[config.mk]
export PLATFORM = sky130hd
export DESIGN_NAME = vsync_field_det
export DESIGN_NICKNAME = d
export VERILOG_FILES = /design/src/rtl/vsync_field_det.sv
export SDC_FILE = /design/constraint.sdc
export NUM_CORES = 1
export LEC_CHECK = 0
export BUFFER_PORTS_ARGS = -buffer_cell sky130_fd_sc_hd__buf_2
export CORE_MARGIN = 1
export CORE_UTILIZATION = 45
export CTS_BUF_LIST = sky130_fd_sc_hd__clkbuf_8
export CTS_CLUSTER_DIAMETER = 150
export DETAILED_ROUTE_END_ITERATION = 16
export PLACE_DENSITY_LB_ADDON = 0.3
export SLEW_MARGIN = 15
export SYNTH_ARGS = -nofsm -noshare
export SYNTH_HDL_FRONTEND = slang
export SYNTH_SLANG_ARGS = --single-unit
export TNS_END_PERCENT = 30
[constraint.sdc]
create_clock -name clk -period 7.85 [get_ports clk]
set_input_delay 0.785 -clock clk [delete_from_list [all_inputs] [get_ports clk]]
set_output_delay 0.785 -clock clk [all_outputs]
set_load 0.01 [all_outputs]
[src/rtl/vsync_field_det.sv]
module vsync_field_det #(
  parameter int RATE_W = 8,
  parameter int CNT_W  = 17,
  parameter int LINE_Q = 64,
  parameter int TOUT_Q = 16,
  parameter int FB_Q   = 32,
  parameter int VW_Q   = 192,
  parameter int BP_Q   = 4,
  parameter int LOSS_Q = 256
) (
  input  logic              clk,
  input  logic              rst_n,
  input  logic              csync_n,
  input  logic [RATE_W-1:0] rate,
  output logic              vsync,
  output logic              bp_gate,
  output logic              odd_field,
  output logic              sync_lost
);
  localparam int HALF_Q = LINE_Q / 2;

  logic [CNT_W-1:0] r_ext, line_lim, half_lim, tout_lim, fb_lim, vw_lim, bp_lim, loss_lim;
  assign r_ext    = CNT_W'(rate);
  assign line_lim = CNT_W'(LINE_Q) * r_ext;
  assign half_lim = CNT_W'(HALF_Q) * r_ext;
  assign tout_lim = CNT_W'(TOUT_Q) * r_ext;
  assign fb_lim   = CNT_W'(FB_Q) * r_ext;
  assign vw_lim   = CNT_W'(VW_Q) * r_ext;
  assign bp_lim   = CNT_W'(BP_Q) * r_ext;
  assign loss_lim = CNT_W'(LOSS_Q) * r_ext;

  logic             cs_d, armed, locked;
  logic [CNT_W-1:0] lowcnt, fbcnt, vcnt, bcnt, phase;
  logic             rise, fall, arm_ev, start, resync;

  assign rise   = csync_n & ~cs_d;
  assign fall   = ~csync_n & cs_d;
  assign vsync  = (vcnt != '0);
  assign bp_gate = (bcnt != '0);
  assign sync_lost = (lowcnt >= loss_lim);
  assign arm_ev = ~csync_n && (lowcnt == tout_lim) && !armed && !vsync;
  assign start  = armed && (rise || fbcnt == fb_lim);
  assign resync = fall && !armed && !vsync && (!locked || phase >= half_lim);

  always_ff @(posedge clk) begin
    if (!rst_n) begin
      cs_d      <= 1'b1;
      lowcnt    <= '0;
      armed     <= 1'b0;
      fbcnt     <= '0;
      vcnt      <= '0;
      bcnt      <= '0;
      phase     <= '0;
      locked    <= 1'b0;
      odd_field <= 1'b0;
    end else begin
      cs_d <= csync_n;

      if (csync_n)              lowcnt <= '0;
      else if (lowcnt != '1)    lowcnt <= lowcnt + 1'b1;

      if (start)                armed <= 1'b0;
      else if (arm_ev)          armed <= 1'b1;

      fbcnt <= armed ? fbcnt + 1'b1 : '0;

      if (start)                vcnt <= vw_lim;
      else if (vsync)           vcnt <= vcnt - 1'b1;

      if (rise)                 bcnt <= bp_lim;
      else if (bp_gate)         bcnt <= bcnt - 1'b1;

      if (resync) begin
        phase  <= '0;
        locked <= 1'b1;
      end else if (phase >= line_lim - 1'b1) begin
        phase <= '0;
      end else begin
        phase <= phase + 1'b1;
      end

      if (start)                odd_field <= (phase < half_lim);
    end
  end
endmodule


Word level (Yosys, flattened, before mapping)
Cells that the tools add are included.

word-level totals
  flip-flop bits (word level) = 89
  input bits = 11
  output and inout port bits = 4
  logic and storage cells = 55

operators by class
  add/subtract/negate cells = 6
  multipliers = 1
  magnitude comparators = 4
  equality and inequality tests = 3
  mux-type cells = 4
  bitwise logic cells = 5
  reduce and logical (&&, ||, !) cells = 21

operators by type and width
  kind                                                 count
  adder 17 x 1 -> 17 bit (second input constant)       3
  2-to-1 mux 17 bit                                    2
  nonzero test 17 bit                                  2
  subtractor 17 x 1 -> 17 bit (second input constant)  2
  2-to-1 mux 10 bit                                    2
  equality test 17 x 12 -> 1 bit                       1
  equality test 17 x 13 -> 1 bit                       1
  >= comparator 17 x 13 -> 1 bit                       1
  >= comparator 17 x 16 -> 1 bit                       1
  >= comparator 17 bit                                 1
  < comparator 17 x 13 -> 1 bit                        1
  inequality test 17 bit (second input constant)       1
  subtractor 14 x 1 -> 15 bit (second input constant)  1
  multiplier 2 x 8 -> 10 bit (first input constant)    1
  logical AND 1 bit                                    7
  OR reduction 2 bit                                   3
  nonzero test 2 bit                                   2
  zero test 1 bit                                      3
  NOT 1 bit                                            3
  OR reduction 3 bit                                   1
  AND 1 bit                                            2
  logical OR 1 bit                                     2
  AND reduction 2 bit                                  1

Longest topological paths before layout
  depth in word-level cells = 6
  gate-level depth with buffers = 16
  mapped depth without buffers = 14

Worst setup path after synthesis
Ideal clock, no wire load.

  path type = input to register
  from = in rate[2]
  to = reg phase[9]
  setup time = 0.062 ns
  data arrival time = 3.290 ns
  required time = 7.788 ns
  path slack = 4.498 ns
  stages on the path = 16
  path buffers = 2
  cells stage by stage = clkbuf_1 inv_1 ha_1 nand2_1 nand2_1 nand2_1 nand3_1 xnor2_1 ha_1 a21o_1 a21o_1 a21o_1 a22oi_1 o2111ai_4 buf_8 nor2_2

between the ends
  longest elaborated chain between the ends = 4
  elaborated cells between the ends (all ways) = 6
  classes of those cells = add/sub (1); order compare (2); reduce/logical (3)

ends and longest elaborated chain
  item                                                          RTL line  RTL
  from (decl)                                                   14        input logic [RATE_W-1:0] rate,
  branches (longest 3 deep; another with >= comparator 17 bit)  --
  OR reduction 3 bit (no source line) *                         --
  to (signal assigned)                                          79        phase <= phase + 1'b1;
  to (decl)                                                     33        logic [CNT_W-1:0] lowcnt, fbcnt, vcnt, bcnt, phase;

Mark *: on every way between the ends.
A chain may end at the register's enable or synchronous reset.

Final worst setup path
  from = in rate[2]
  to = out sync_lost

between the ends
  longest elaborated chain between the ends = 1

ends and longest elaborated chain
  item                            RTL line  RTL
  >= comparator 17 x 16 -> 1 bit  40        assign sync_lost = (lowcnt >= loss_lim);
  to (decl)                       18        output logic sync_lost

No other way between the ends.

==> impl_metrics.tcl <==
set metrics [dict create \
    outcome "complete, no violations" \
    clockBufferDepth 2 \
    syn_nets 690 \
    fp.dieW_um 112 \
    layout_common_cells "89 x dfxtp_1, 76 x nor2_1, 56 x ha_1" \
    dieArea_um2 12400 \
    routabilityCongestion 0.811 \
    place_ws_ns 4.26 \
    grtUsageTotal_pct 19.6 \
    finalCritPeriodShare_pct 42.2 \
    hold_buffers 0 \
    port_buffers 14 \
    ys.flop_type "dfxtp_1" \
    drv_slew 0 \
    dp.cells 768 \
    vdd_drop_max_uv 116 \
    clk_transition_reported_paths_ns 0.09 \
    area_growth_pct 7.95 \
    worstPathArrival_ns 2.53 \
    start_util_pct 46.7 \
    tns_ns 0 \
    die_h_um 112 \
    syn_area_um2 5400 \
    antenna_found_initial 0 \
    hp-class "reg2reg" \
    fmax_ghz 0.302 \
    drive_above_1_share_pct 7.49 \
    drc 0 \
    power_density_nw_per_um2 257 \
    postCtsSetupRepairBufs 0 \
    yosysWarnings 0 \
    cts_max_level 3 \
    antenna_left 0 \
    synth-edff-count 0 \
    rsz0062_at_grt "no" \
    clock_sinks 89 \
    required_ns 7.07 \
    synth_cell_types 51 \
    antennaDiodeCount 0 \
    drv_cap 0 \
    cts_resized 0 \
    fin_nets 704 \
    wl_per_cell_um 14.4 \
    hold_viol_final 0 \
    avgSynthCellArea_um2 8.68 \
    first_iter_violations 203 \
    end_kind "primary output" \
    cts_buffers 9 \
    fin_cells 784 \
    grt_pass1_wl_um 19800 \
    cp_max_fo 7 \
    maxSlewHeadroom_pct 38.8 \
    drtPass1Iterations 4 \
    grt_max_degree 23 \
    hpwl_um 8520 \
    period_needed_ns 3.32 \
    fp-row-count 39 \
    grt_pass1_vias 4201 \
    ys_ff_latch 89 \
    tightest_slew_ns 0.918 \
    syn-instance-count 622 \
    async_flop_share_pct 0 \
    critPathLaunchType "input port" \
    mostFrequentLayoutCell "dfxtp_1" \
    ios 15 \
    tritoncts "yes" \
    via_per_inst 5.40 \
    layout_setup_ws_ns 4.53 \
    finClkSkew_ns 0.0122 \
    core_um2 11600 \
    routed_wl_um 11300 \
    leakage_uw 0.00233 \
    setup-violations-final 0 \
    clk_latency_ns 0.37 \
    synth_seq_area_share_pct 33.0 \
    num_vias 4232 \
    overflow 0 \
    root_buffer "clkbuf_8" \
    worstSetupPathType "in2out" \
]
synth_stat cells (2+ instances only):
library cell / count / share of area, %
nand2_1: 45 / 3.1
dfxtp_1: 89 / 33
nor4_4: 2 / 0.79
nand4b_1: 2 / 0.32
o211ai_1: 2 / 0.28
nor2b_1: 10 / 1.2
a21boi_0: 2 / 0.28
mux2i_1: 4 / 0.74
nor2_1: 76 / 5.3
a22oi_1: 2 / 0.28
nand4_1: 11 / 1.3
a31oi_1: 2 / 0.23
inv_1: 27 / 1.9
o21a_1: 4 / 0.56
or3_1: 10 / 1.2
and3_1: 11 / 1.3
o22ai_1: 9 / 1.0
xor2_1: 45 / 7.3
nor3b_1: 4 / 0.56
nor3_1: 15 / 1.4
nor4_1: 10 / 1.2
nand2b_1: 4 / 0.46
a21oi_1: 23 / 2.1
clkbuf_1: 11 / 0.76
and4_1: 4 / 0.65
o21ai_0: 17 / 1.6
o41ai_1: 2 / 0.32
nand3_1: 30 / 2.8
xnor2_1: 49 / 7.9
nor4b_1: 3 / 0.49
and2_1: 4 / 0.46
or4_1: 5 / 0.70
a21o_1: 6 / 0.83
ha_1: 56 / 13
nor2_2: 10 / 1.2
flip-flops by register name, indices dropped and copies added (netlist names):
register	flops
cs_d	1
fbcnt	17
odd_field	1
bcnt	17
lowcnt	17
vcnt	17
locked	1
phase	17
armed	1
per-stage QoR:
| step | cell area, µm² | hold slack (ns) | utilization (%) | total power (µW) |
|---|---|---|---|---|
| after floorplan | 5400 | 0.430 | - | 1040 |
| after global placement | 5600 | 0.443 | 48.4 | 1130 |
| after detailed placement | 5600 | 0.453 | 48.4 | 1150 |
| after CTS | 5830 | 0.475 | 50.4 | 1510 |
| after global routing | 5830 | 0.489 | 50.4 | 1610 |
| final | 5830 | 0.465 | 50.4 | 1500 |
layer usage:
metal / up-vias / wire length (µm) / track usage (%)
li1: 2186 / - / -
met1: 1971 / 5380 / 24.8
met2: 62 / 5320 / 33.3
met3: 13 / 441 / 4.03
met4: 0 / 165 / 6.67
met5: - / 0 / 0
worst paths after layout:
check        cells past startpoint  slack [ns]  startpoint        end
max                              9        4.53     rate[2]  sync_lost
min reg2reg                      1        0.46    fbcnt[0]   fbcnt[0]
max reg2reg                      7        4.99     vcnt[2]   phase[6]
min                              1        0.46    fbcnt[0]   fbcnt[0]
cell type report:
type | instances | area, µm²
flip-flops and latches | 89 | 1780
multi-input cells | 493 | 3450
inverters | 28 | 108
fillers | 1089 | 5740
repair buffers | 15 | 77.6
well taps | 143 | 179
clock buffers | 10 | 138
clock inverters | 6 | 91.3
critical path, stage by stage:
cell      delay, ns
buf_2          0.19
inv_1          0.18
ha_1           0.33
nor4b_1        0.24
a31oi_1        0.11
a21boi_0       0.19
o21ai_0        0.10
a22oi_1        0.23
buf_2          0.18
where the power goes:
group	internal, µW	switching (µW)	total [µW]
Clock	189	169	358
Sequential	525	72.8	597
Combinational	252	291	543
Total	966	532	1500
cells by family (layout without fill, tap and decap cells):
group / count (synthesis) / in the layout / share of synthesized area [%]
buffers and inverters: 40 / 59 / 3.04
xor gates and xnor gates: 94 / 94 / 15.2
muxes: 4 / 4 / 0.742
adders and majority gates: 57 / 57 / 13.3
and+or+nand+nor: 260 / 260 / 25.3
DFF: 89 / 89 / 33.0
AOI/OAI and AO/OA: 78 / 78 / 9.36
(Power assumes the default switching activity.)
